**config.mk**
```make
export PLATFORM = sky130hd
export DESIGN_NAME = upd_line_ctrl
export DESIGN_NICKNAME = d
export VERILOG_FILES = /design/src/rtl/upd_pkg.sv /design/src/rtl/upd_snoop_resp.sv /design/src/rtl/upd_cpu_decode.sv /design/src/rtl/upd_line_ctrl.sv
export SDC_FILE = /design/constraint.sdc
export NUM_CORES = 1
export LEC_CHECK = 0
export ABC_AREA = 1
export BUFFER_PORTS_ARGS = -buffer_cell sky130_fd_sc_hd__buf_2
export CORE_ASPECT_RATIO = 1.5
export CORE_MARGIN = 4
export CORE_UTILIZATION = 30
export CTS_CLUSTER_SIZE = 14
export DETAILED_ROUTE_END_ITERATION = 8
export PLACE_DENSITY = 0.51
export SYNTH_ARGS = -nofsm -noshare
export SYNTH_HDL_FRONTEND = slang
export SYNTH_SLANG_ARGS = --single-unit
```
**constraint.sdc**
```tcl
create_clock -name clk -period 2.1 [get_ports clk]
set_input_delay 0.105 -clock clk [delete_from_list [all_inputs] [get_ports clk]]
set_output_delay 0.105 -clock clk [all_outputs]
set_load 0.05 [all_outputs]
```
**src/rtl/upd_pkg.sv**
```systemverilog
`timescale 1ns/1ps
package upd_pkg;

    typedef enum logic [1:0] {
        LS_INV = 2'd0,
        LS_EXC = 2'd1,
        LS_SHD = 2'd2,
        LS_DRT = 2'd3
    } line_st_e;

    typedef enum logic [1:0] {
        BC_NONE   = 2'd0,
        BC_RDBLK  = 2'd1,
        BC_WRBLK  = 2'd2,
        BC_UPDBLK = 2'd3
    } bus_cmd_e;

    typedef enum logic [2:0] {
        ACT_RD_HIT   = 3'd0,
        ACT_WR_LOCAL = 3'd1,
        ACT_WR_UPD   = 3'd2,
        ACT_RD_MISS  = 3'd3,
        ACT_WR_MISS  = 3'd4
    } cpu_act_e;

endpackage

```
**src/rtl/upd_snoop_resp.sv**
```systemverilog
`timescale 1ns/1ps
module upd_snoop_resp
    import upd_pkg::*;
#(
    parameter int DW = 32
) (
    input  line_st_e        st_i,
    input  logic [DW-1:0]   data_i,
    input  bus_cmd_e        cmd_i,
    input  logic            hit_i,
    input  logic [DW-1:0]   wdata_i,
    output logic            shared_o,
    output logic            supply_o,
    output logic            flush_o,
    output logic [DW-1:0]   rdata_o,
    output line_st_e        st_o,
    output logic [DW-1:0]   data_o
);

    logic holds;
    logic is_read;

    always_comb begin
        holds    = (st_i != LS_INV) && hit_i && (cmd_i != BC_NONE);
        is_read  = (cmd_i == BC_RDBLK);
        shared_o = holds;
        supply_o = holds && is_read;
        flush_o  = holds && is_read && (st_i == LS_DRT);
        rdata_o  = (holds && is_read) ? data_i : '0;
        st_o     = st_i;
        data_o   = data_i;
        if (holds) begin
            // every remote command leaves a held copy shared
            st_o = LS_SHD;
            if (!is_read) begin
                data_o = wdata_i;
            end
        end
    end

endmodule

```
**src/rtl/upd_cpu_decode.sv**
```systemverilog
`timescale 1ns/1ps
module upd_cpu_decode
    import upd_pkg::*;
(
    input  line_st_e  st_i,
    input  logic      hit_i,
    input  logic      wr_i,
    output cpu_act_e  act_o
);

    logic valid;

    always_comb begin
        valid = (st_i != LS_INV) && hit_i;
        if (!valid) begin
            act_o = wr_i ? ACT_WR_MISS : ACT_RD_MISS;
        end else if (!wr_i) begin
            act_o = ACT_RD_HIT;
        end else if (st_i == LS_SHD) begin
            act_o = ACT_WR_UPD;
        end else begin
            act_o = ACT_WR_LOCAL;
        end
    end

endmodule

```
**src/rtl/upd_line_ctrl.sv**
```systemverilog
`timescale 1ns/1ps
module upd_line_ctrl
    import upd_pkg::*;
#(
    parameter int DW = 32
) (
    input  logic            clk,
    input  logic            rst_n,
    input  logic            cpu_req_i,
    input  logic            cpu_wr_i,
    input  logic            cpu_hit_i,
    input  logic [DW-1:0]   cpu_wdata_i,
    output logic            cpu_done_o,
    output logic [DW-1:0]   cpu_rdata_o,
    output logic            bus_req_o,
    output logic [1:0]      bus_cmd_o,
    output logic [DW-1:0]   bus_wdata_o,
    input  logic            bus_gnt_i,
    input  logic            bus_shared_i,
    input  logic [DW-1:0]   bus_rdata_i,
    input  logic [1:0]      snp_cmd_i,
    input  logic            snp_hit_i,
    input  logic [DW-1:0]   snp_wdata_i,
    output logic            snp_shared_o,
    output logic            snp_supply_o,
    output logic            snp_flush_o,
    output logic [DW-1:0]   snp_rdata_o,
    output logic [1:0]      line_state_o,
    output logic [DW-1:0]   line_data_o
);

    typedef struct packed {
        line_st_e        st;
        logic [DW-1:0]   data;
        logic            busy;
        bus_cmd_e        cmd;
        logic [DW-1:0]   wdata;
        logic            done;
        logic [DW-1:0]   rdata;
    } ctl_s;

    ctl_s ctl_d, ctl_q;

    bus_cmd_e        snp_cmd;
    line_st_e        snp_st;
    logic [DW-1:0]   snp_data;
    cpu_act_e        cpu_act;
    logic            snp_active;
    line_st_e        fill_st;

    assign snp_cmd = bus_cmd_e'(snp_cmd_i);

    upd_snoop_resp #(.DW(DW)) u_snoop (
        .st_i     (ctl_q.st),
        .data_i   (ctl_q.data),
        .cmd_i    (snp_cmd),
        .hit_i    (snp_hit_i),
        .wdata_i  (snp_wdata_i),
        .shared_o (snp_shared_o),
        .supply_o (snp_supply_o),
        .flush_o  (snp_flush_o),
        .rdata_o  (snp_rdata_o),
        .st_o     (snp_st),
        .data_o   (snp_data)
    );

    upd_cpu_decode u_decode (
        .st_i  (ctl_q.st),
        .hit_i (cpu_hit_i),
        .wr_i  (cpu_wr_i),
        .act_o (cpu_act)
    );

    always_comb begin
        ctl_d      = ctl_q;
        ctl_d.done = 1'b0;
        snp_active = (snp_cmd != BC_NONE);
        fill_st    = bus_shared_i ? LS_SHD : LS_EXC;

        if (snp_active) begin
            // snooped command owns this cycle; processor side waits
            ctl_d.st   = snp_st;
            ctl_d.data = snp_data;
        end else if (ctl_q.busy) begin
            if (bus_gnt_i) begin
                ctl_d.busy = 1'b0;
                ctl_d.done = 1'b1;
                ctl_d.cmd  = BC_NONE;
                unique case (ctl_q.cmd)
                    BC_RDBLK: begin
                        ctl_d.st    = fill_st;
                        ctl_d.data  = bus_rdata_i;
                        ctl_d.rdata = bus_rdata_i;
                    end
                    BC_WRBLK: begin
                        ctl_d.st    = fill_st;
                        ctl_d.data  = ctl_q.wdata;
                        ctl_d.rdata = ctl_q.wdata;
                    end
                    default: begin
                        ctl_d.st    = LS_SHD;
                        ctl_d.data  = ctl_q.wdata;
                        ctl_d.rdata = ctl_q.wdata;
                    end
                endcase
            end
        end else if (cpu_req_i && !ctl_q.done) begin
            unique case (cpu_act)
                ACT_RD_HIT: begin
                    ctl_d.done  = 1'b1;
                    ctl_d.rdata = ctl_q.data;
                end
                ACT_WR_LOCAL: begin
                    ctl_d.done  = 1'b1;
                    ctl_d.st    = LS_DRT;
                    ctl_d.data  = cpu_wdata_i;
                    ctl_d.rdata = cpu_wdata_i;
                end
                ACT_WR_UPD: begin
                    ctl_d.busy  = 1'b1;
                    ctl_d.cmd   = BC_UPDBLK;
                    ctl_d.wdata = cpu_wdata_i;
                end
                ACT_RD_MISS: begin
                    ctl_d.busy  = 1'b1;
                    ctl_d.cmd   = BC_RDBLK;
                end
                default: begin
                    ctl_d.busy  = 1'b1;
                    ctl_d.cmd   = BC_WRBLK;
                    ctl_d.wdata = cpu_wdata_i;
                end
            endcase
        end
    end

    always_ff @(posedge clk) begin
        if (!rst_n) begin
            ctl_q <= '{st: LS_INV, data: '0, busy: 1'b0, cmd: BC_NONE,
                       wdata: '0, done: 1'b0, rdata: '0};
        end else begin
            ctl_q <= ctl_d;
        end
    end

    assign cpu_done_o   = ctl_q.done;
    assign cpu_rdata_o  = ctl_q.rdata;
    assign bus_req_o    = ctl_q.busy;
    assign bus_cmd_o    = ctl_q.cmd;
    assign bus_wdata_o  = ctl_q.wdata;
    assign line_state_o = ctl_q.st;
    assign line_data_o  = ctl_q.data;

endmodule

```
After elaboration in Yosys (flattened, before gate mapping):

Index checks and enable logic that the tools add are counted.

* add/subtract/negate cells: 0
* multiply operators: 0
* div/mod/pow operators: 0
* order comparisons: 0
* equal/unequal tests: 13
* shift-type cells: 0
* mux-type cells: 21
* bitwise gates (word level): 4
* reduce and logical (&&, ||, !) cells: 22

Operators by type and width (number)
* 32-bit 2-to-1 mux: 5
* 102-bit 2-to-1 mux: 1
* 37-bit 2-to-1 mux: 2
* 34-bit 2-to-1 mux: 2
* 34-bit case mux with 2 select lines: 1
* 33-bit 2-to-1 mux: 2
* 33-bit case mux with 2 select lines: 1
* 4-bit AND reduction: 4
* 3-bit 2-to-1 mux: 3
* 3-bit case mux with 3 select lines: 1
* 3-bit nonzero test: 3
* 2-bit equality test (second input constant): 3
* 3-bit by 2-bit equality test with 1-bit output (second input constant): 2
* 1-bit logical AND: 6
* 2-bit 2-to-1 mux: 3
* 2-bit inequality test (second input constant): 3
* 2-bit nonzero test: 3
* 5-bit AND reduction: 1
* 2-bit by 1-bit equality test with 1-bit output (second input constant): 2
* 1-bit NOT: 4
* 2-bit OR reduction: 2
* 3-bit by 1-bit equality test with 1-bit output (second input constant): 1
* 3-bit logical NOT: 1
* 3-bit by 2-bit inequality test with 1-bit output (second input constant): 1
* 3 further kinds: 3

* register bits after elaboration: 102
* latch bits: 0
* bits in writable memories: 0
* memory bits (read-only): 0
* output and inout port bits: 137
* logic and storage cells: 67
* memories kept: 0

Depth between registers and ports, before layout:

Gate-level depths: netlist of run 1.

* word-level depth: 10
* mapped depth: 11
* mapped depth without buffers: 9

Hierarchy:

From an unflattened synthesis of run 1, not the netlist that was laid out.

* cell total of the unflattened synthesis: 1493
* area, all modules: 8244.2 sq um

By module, submodules not included
* upd_line_ctrl: times used 1, cells each 1223, area an instance 7004.2 sq um, sequential area each 2042.0 sq um
* upd_snoop_resp: times used 1, cells each 261, area an instance 1194.9 sq um, sequential area each 0.0 sq um
* upd_cpu_decode: times used 1, cells each 9, area an instance 45.0 sq um, sequential area each 0.0 sq um

Worst setup path before layout of run 1:

OpenSTA, ideal clock, no wires.

* kind: register -> output
* start: register ctl_q (netlist bit line_state_o[0])
* end: output snp_flush_o
* data arrival time: 3.161 ns
* required time: 1.995 ns
* slack: -1.166 ns
* cell stages (with the launch flop): 7
* path buffers: 0
* cells stage by stage: dfxtp_1 > inv_1 > nand2_1 > nand2_1 > nor2_1 > nand3_1 > nor3_1

* word-level cells in the longest chain between the ends: 5

RTL lines
* from (decl): line upd_line_ctrl.sv:42 `ctl_s ctl_d, ctl_q;`
* from (signal assigned): line upd_line_ctrl.sv:139 `ctl_q <= '{st: LS_INV, data: '0, busy: 1'b0, cmd: BC_NONE,`
* from (signal assigned): line upd_line_ctrl.sv:142 `ctl_q <= ctl_d;`
* 2-bit nonzero test: line upd_snoop_resp.sv:24 `holds = (st_i != LS_INV) && hit_i && (cmd_i != BC_NONE);`
* 1-bit logical AND (2 in a row): line upd_snoop_resp.sv:24
* named net snp_shared_o: line upd_line_ctrl.sv:24 `output logic snp_shared_o,`
* 1-bit logical AND (2 in a row): line upd_snoop_resp.sv:28 `flush_o = holds && is_read && (st_i == LS_DRT);`
* to (decl): line upd_line_ctrl.sv:26 `output logic snp_flush_o,`

The timed path passes the listed nets, and every way through them passes these cells.

Worst setup path after layout of run 1:

* start: register ctl_q (netlist bit line_state_o[1])
* end: output snp_rdata_o[8]

* word-level cells in the longest chain between the ends: 5

RTL lines
* 2-bit nonzero test: line upd_snoop_resp.sv:24
* 1-bit logical AND (2 in a row): line upd_snoop_resp.sv:24
* 1-bit logical AND: line upd_snoop_resp.sv:29 `rdata_o = (holds && is_read) ? data_i : '0;`
* 32-bit 2-to-1 mux: line upd_snoop_resp.sv:29
* to (decl): line upd_line_ctrl.sv:27 `output logic [DW-1:0] snp_rdata_o,`

Every way passes these cells.

==> results of run 1 <==
state kept, by name (all words and copies together), names as in the netlist:
name          cells
bus_cmd_o         2
bus_req_o         1
bus_wdata_o      32
cpu_done_o        1
cpu_rdata_o      32
line_data_o      32
line_state_o      2
logic make-up after synthesis:
family	count (synthesis)
AOI/OAI and AO/OA	116
buffers and inverters	177
adders and majority gates	2
DFF	102
and+or+nand+nor	820
path summary, 6_finish.rpt:
kind                                                   start                           end  slack (ns)  depth (start not counted)
worst max register to register     bus_cmd_o[0]$_SDFFE_PN0P_  line_data_o[20]$_SDFFE_PN0P_        0.27                          8
worst min register to register  bus_wdata_o[11]$_SDFFE_PN0P_  bus_wdata_o[11]$_SDFFE_PN0P_        0.49                          2
worst max-delay path            line_state_o[1]$_SDFFE_PN0P_                snp_rdata_o[8]        0.08                          9
worst min-delay path                         cpu_wdata_i[13]  bus_wdata_o[13]$_SDFFE_PN0P_        0.01                          3
power groups by stage:
stage | Combinational, uW | Sequential [uW] | Clock [uW]
floorplan | 781 | 2550 | 0
global placement | 1720 | 2170 | 0
detailed placement | 1720 | 2170 | 0
CTS | 1740 | 2130 | 1960
global route | 1900 | 2140 | 2040
finish | 1740 | 2130 | 1920
metal layers:
metal	vias up	routed length [um]	global-route usage, %
li1	4189	-	-
met1	3815	11900	27.6
met2	292	15700	43.7
met3	61	1920	5.04
met4	6	1150	10.6
met5	-	46	0
timing repair:
item	in CTS	in global routing
setup endpoints to repair	30	38
hold endpoints to repair	1	0
buffers inserted	3	1
gates resized for setup	21	17
cloned	2	0
pin swaps	0	1
hold buffers	1	0
placed cells by master (no fill, tap or decap), types with 2 or more instances in the layout:
| cell | instances |
|---|---|
| a21oi_1 | 49 |
| a21oi_2 | 10 |
| buf_12 | 7 |
| buf_2 | 219 |
| buf_4 | 48 |
| buf_6 | 8 |
| bufbuf_16 | 2 |
| bufinv_16 | 2 |
| clkbuf_16 | 9 |
| clkbuf_4 | 2 |
| clkinvlp_4 | 2 |
| dfxtp_1 | 99 |
| dfxtp_2 | 2 |
| inv_1 | 95 |
| inv_2 | 4 |
| nand2_1 | 396 |
| nand2_2 | 4 |
| nand3_1 | 110 |
| nand3_4 | 2 |
| nor2_1 | 237 |
| nor2_2 | 5 |
| nor2_4 | 32 |
| nor3_2 | 2 |
| o21ai_0 | 55 |
| or2_1 | 2 |
| or2_2 | 26 |
worst min-delay path, cell delays in order:
cell,delay [ns]
buf_2,0.09
o21ai_0,0.07
nor2_1,0.07
per-stage QoR:
stage	setup TNS [ns]	util (%)
6_report	0	41.1
2_1_floorplan	-0.0177	-
3_5_place_dp	0	38.6
3_3_place_gp	0	38.6
4_1_cts	0	40.8
5_1_grt	0	41.1
cell type report:
type	count	area (um2)	area share, %
Sequential cell	102	2050	22.3
Clock buffer	11	243	2.65
Clock inverter	5	81.3	0.887
Timing Repair Buffer	288	1790	19.5
Antenna cell	1	2.50	0.0273
Tap cell	276	345	3.77
Inverter	102	389	4.24
Multi-Input combinational cell	938	4270	46.6
==> metrics.md, run 1 <==
| Metric | Value |
|---|---|
| Status | `finished, final reports clean` |
| Post-Place Cell Area | `8620 um2` |
| Int Pwr | `3620 uW` |
| DRT iter0 DRCs | `619` |
| Multiplexer share of the synthesized area | `0%` |
| Relative slew margins | `60.7%` |
| PD cells | `632 nW/um2` |
| Clock Power Share | `33.2%` |
| Top-area cell type share of the netlist area | `30.1%` |
| Synthesized-area fraction occupied by and/or/nand/nor cells | `49.2%` |
| Share of cells above drive strength 1 | `27.5%` |
| Data required, critical path | `2.00 ns` |
| Tmin final | `2.02 ns` |
| Layout net count | `1549` |
| Worst Setup Slack, final | `approximately 0.082 ns` |
| Post-route design area | `9170 um2` |
| Endpoints failing setup | `0` |
| Post-Syn Instances | `1217` |
| GPL Wtd Cong | `approximately 0.98` |
| Max cap viols | `0` |
| DP Worst Slack | `0.194 ns` |
| Fin. Hold Viols | `0` |
| Syn. warnings | `0` |
| Distinct cells, synth | `26` |
| Core area | `22300 um2` |
| Max VDD drop | `0.000372 V` |
| Global-route wire length before repair | `46500 um` |
| Worst Path Arrival | `~1.9 ns` |
| Slowest CP cell | `dfxtp_2` |
| Max Freq | `0.496 GHz` |
| Cell taking the most area after synthesis | `dfxtp_1` |
| Worst setup SP type | `flip-flop` |
| Critical path capture point type | `output port` |
| Synth top cells by count | `nand2_1, nor2_1, nand3_1, dfxtp_1, inv_1` |
| Setup CP Type | `flip-flop to output port` |
| Filler instances | `2518` |
| Slew Limit Fails | `0` |
| Logic gate share of total power | `30.1%` |
| Total power | `5800 uW` |
| Crit path max fanout | `6` |
| Area fraction in compound gates after synthesis | `just over 9%` |
| Vias per cell | `about 4.9` |
| Initial DRT Pass Iterations | `5` |
| Die X | `between 100 and 150 um` |
| Unrepaired setup endpoints after global routing | `false` |
| Async SR Flop Fraction | `0%` |
| Clk buf depth | `2` |
| Slew @ Worst Pin | `0.589 ns` |
| Placed cells | `1699` |
| Cell Rows | `67` |
| Root Buffer | `clkbuf_16` |
| Layout Cells excl Fill | `1723` |
| Commonest register cell after synthesis | `dfxtp_1` |
| Die area | `25100 um2` |
| Number of antenna violations at the first check in global routing | `5` |
| EDFF count, synth | `0` |
| Syn Nets | `1325` |
| Reg clk slew, reported paths | `0.07 ns` |
| Initial Util | `30.4%` |
| Routed Antenna Nets | `0` |
| Flops & latches, synth | `slightly above 100` |
| Switch Pwr | `2180 uW` |
| XOR/XNOR Fraction of Synth Area | `0%` |
| Sequential share of power | `a little under two fifths` |
| Post-Route WL | `30600 um` |
| Die Height | `192 um` |
| Period utilisation layout | `between 90% and 100%` |
| Largest net degree at the start of global routing | `63` |
| Static leakage | `0.00472 uW` |
| WP buf/inv | `4` |
| Sw frac | `37.6%` |
| Area of the mapped netlist | `around 6800 um2` |
| Count leader, synth | `nand2_1` |
| H-tree Lvls | `3` |
| Port buffer count | `242` |
| CTS Sinks | `approximately 100` |
| Post-synthesis sequential area ratio | `30.1%` |
| Synth-to-layout area growth | `35.1%` |
| Largest family of logic cells by synthesized area | `simple AND/OR/NAND/NOR gates` |
| Layout Skew | `0.00985 ns` |
| GRT Residual Overflow | `0` |
| Syn avg cell area | `5.58 um2` |
| Io pins | `between 200 and 250` |
| Crit path max-delay family | `buffers and inverters` |
| DR vias | `8363` |
| CTS Buf Count | `9` |
| HP Class | `input port to flip-flop` |
| Cell Chain, Critical Path | `inv_1, nand2_2, nand2_2, nor2_4, nand3_4, buf_4, buf_4, nor2_4, buf_2` |
| Synth Area in Adders | `0.369%` |
| Largest stage delay, worst path | `~0.37 ns` |
| Wirelength per Cell | `17.8 um` |
| Worst Hold Slack | `0.0100 ns` |
| Clk_lat worst skew | `0.37 ns` |
| Post-route DRC | `0` |
| Vias in the first global route | `8300` |
| Total GRT Usage | `24.4%` |
| CTS tree | `yes` |
| Top cells by area, synth | `dfxtp_1, nand2_1, nor2_1, nand3_1, inv_1` |
| Detailed placement HPWL | `22200 um` |
Note: power is estimated with default switching activity, not from simulation.
==> inputs of run 2 (changes only) <==
CORE_UTILIZATION = 40   (was 30)
PLACE_DENSITY = 0.65   (was 0.51)
clock period = 2.3 ns   (was 2.1 ns; I/O delays follow)
==> metrics.md, run 2 (synthesis results as in run 1) <==
| Metric | Value |
|---|---|
| Detailed placement HPWL | `19600 um (-12%)` |
| Sw frac | `38.7% (+1.1 points)` |
| Setup TNS | `0 ns (unchanged)` |
| FF-to-FF Start | `bus_cmd_o[0]$_SDFFE_PN0P_` |
| Post-Place Cell Area | `8420 um2 (-2.3%)` |
| Antenna cells | `0 (-1)` |
| Vias in the first global route | `8049 (-3.0%)` |
| Register area | `2050 um2 (-0.12%)` |
| Clk_lat worst skew | `0.35 ns (-0.02 ns)` |
| Reg clk slew, reported paths | `0.08 ns (about the same)` |
| Die area | `19200 um2 (-24%)` |
| Area of the multi-input gates | `4260 um2 (-0.29%)` |
| Worst Hold Path Cells | `3 (unchanged)` |
| GRT Residual Overflow | `0 (unchanged)` |
| Global-route wire length before repair | `42400 um (-8.7%)` |
| Worst setup SP type | `flip-flop` |
| Worst Setup Slack, final | `0.128 ns (+0.0457 ns)` |
| Max VDD drop | `0.000369 V (-0.77%)` |
| Crit path max fanout | `20 (+14)` |
| Commonest non-fill, non-tap cells in the layout | `nand2_1, buf_2, nor2_1` |
| Static leakage | `0.00457 uW (-3.1%)` |
| Largest stage delay, worst path | `0.48 ns (+0.11 ns)` |
| Status | `finished, final reports clean` |
| Layout Skew | `0.00858 ns (-0.00126 ns)` |
| Initial Util | `40.7% (+10 points)` |
| Clock Power Share | `30.5% (-2.7 points)` |
| Critical hold path startpoint | `cpu_wdata_i[20]` |
| Slowest CP cell | `buf_4` |
| Share of cells above drive strength 1 | `26.4% (-1.1 points)` |
| Post-route design area | `8710 um2 (-5.0%)` |
| Number of antenna violations at the first check in global routing | `3 (-2)` |
| Max cap viols | `0 (unchanged)` |
| Hold Path Sink | `bus_wdata_o[20]$_SDFFE_PN0P_` |
| Filler instances | `1823 (-28%)` |
| H-tree Lvls | `3 (unchanged)` |
| Max Freq | `0.460 GHz` |
| Total GRT Usage | `28.2% (+3.7 points)` |
| Data required, critical path | `2.18 ns (+0.18 ns)` |
| PD cells | `573 nW/um2 (-9.4%)` |
| GPL Wtd Cong | `1.04 (+6.5%)` |
| Io pins | `243 (unchanged)` |
| DR vias | `8294 (-0.83%)` |
| Endpoints failing setup | `0 (unchanged)` |
| Critical path capture point type | `output port` |
| Vias per cell | `5.06 (+4.3%)` |
| HP Class | `input port to flip-flop` |
| Post-route DRC | `0 (unchanged)` |
| Largest net degree at the start of global routing | `53 (-16%)` |
| CTS Hold Bufs | `0 (-1)` |
| Post-CTS setup buffer count | `0 (-3)` |
| Fin. Hold Viols | `0 (unchanged)` |
| Reg2Reg Depth | `9 (+1)` |
| CTS tree | `yes` |
| FF-to-FF End | `line_data_o[17]$_SDFFE_PN0P_` |
| Int Pwr | `3060 uW (-16%)` |
| Period utilisation layout | `94.4%` |
| Cell Chain, Critical Path | `inv_1, nand2_1, nand2_1, nor2_4, nand3_4, buf_4, inv_1, buf_2` |
| Die Height | `168 um (-13%)` |
| Logic gate share of total power | `30.6% (+0.5 points)` |
| Synth-to-layout area growth | `28.3%` |
| CTS Buf Count | `9 (unchanged)` |
| Layout net count | `1531 (-1.2%)` |
| DP Worst Slack | `0.309 ns (+0.114 ns)` |
| Slew @ Worst Pin | `0.604 ns (+0.0150 ns)` |
| Worst Hold Slack | `0.0508 ns (+0.0408 ns)` |
| Slew Limit Fails | `0 (unchanged)` |
| Core area | `16700 um2 (-25%)` |
| Root Buffer | `clkbuf_16` |
| Unrepaired setup endpoints after global routing | `false` |
| Tmin final | `2.17 ns` |
| CTS resizes | `0 (-100%)` |
| Setup crit start | `line_state_o[0]$_SDFFE_PN0P_` |
| Post-Route WL | `27000 um (-12%)` |
| CTS Sinks | `102 (unchanged)` |
| DRT iter0 DRCs | `438 (-29%)` |
| Worst Path Arrival | `2.06 ns (+0.15 ns)` |
| Sequential share of power | `38.9% (+2.2 points)` |
| Leading cell type in the layout, fill and taps excluded | `nand2_1` |
| Reg-to-reg slack, setup | `0.28 ns (about the same)` |
| Wirelength per Cell | `16.5 um (-7.3%)` |
| Die X | `114 um (-13%)` |
| Clk buf depth | `2 (unchanged)` |
| Relative slew margins | `59.7% (-0.96 points)` |
| Port buffer count | `242 (unchanged)` |
| Initial DRT Pass Iterations | `5 (unchanged)` |
| Routed Antenna Nets | `0 (unchanged)` |
| Switch Pwr | `1930 uW (-11%)` |
| Cell Rows | `58 (-13%)` |
| Setup CP Type | `flip-flop to output port` |
-- run 2: changes by cell type in the layout (fill, tap and decap cells not counted), moves of 2 or more --
cell / change
buf_2: +22
clkbuf_4: -2
clkinv_4: +2
nand2_1: +2
buf_4: -23
inv_1: +3
nand2_2: -2
bufbuf_16: -2
buf_12: -3
buf_6: -8
bufinv_16: -2
-- run 2: metrics by stage --
| stage | cells | utilization [%] | power (uW) |
|---|---|---|---|
| 5_1_grt | 1638 | 52.2 | 5240 |
| 2_1_floorplan | 1217 | - | 3040 |
| 3_3_place_gp | 1622 | 50.5 | 3500 |
| 4_1_cts | 1638 | 52.2 | 5010 |
| 3_5_place_dp | 1622 | 50.5 | 3510 |
| 6_report | 1638 | 52.2 | 4990 |
-- run 2: area by class of cell --
class	count	share of cell area, %
timing repair buffer	270	16.9
clock buffer	10	2.74
tap	210	3.02
sequential	102	23.5
clock inverter	6	0.532
multi-input combinational	938	48.9
inverter	102	4.40
-- run 2: layer usage --
layer,vias to the layer above,wire (um),GRT usage [%],part of all wire (%)
met2,334,13500,50.5,50
met3,76,1910,5.24,7.1
met1,3726,10100,30.6,37
li1,4152,-,-,-
met4,6,1520,15.6,5.6
met5,-,39,0,0.14
-- run 2: critical path, delay by kind of cell (launching register included) --
family                 cells  cell delay (ns)
buffers and inverters      4             0.98
AND/OR/NAND/NOR            4             0.36
flip-flops                 1             0.35
-- run 2: power by group through the flow --
stage / registers [uW] / clock network [uW] / logic (uW)
after floorplan: 2330 / 0 / 711
after global placement: 1980 / 0 / 1520
after detailed placement: 1980 / 0 / 1530
after CTS: 1940 / 1540 / 1530
after global routing: 1950 / 1620 / 1660
final: 1940 / 1520 / 1530
-- run 2: worst max path at each step --
stage	cells after the start	to	slack [ns]
after detailed placement	9	line_state_o[0]$_SDFFE_PN0P_	0.31
after CTS	8	snp_supply_o	0.12
after global placement	9	line_state_o[0]$_SDFFE_PN0P_	0.35
after floorplan	7	snp_supply_o	0.07
after global routing	8	snp_supply_o	0.03
final	8	snp_supply_o	0.13
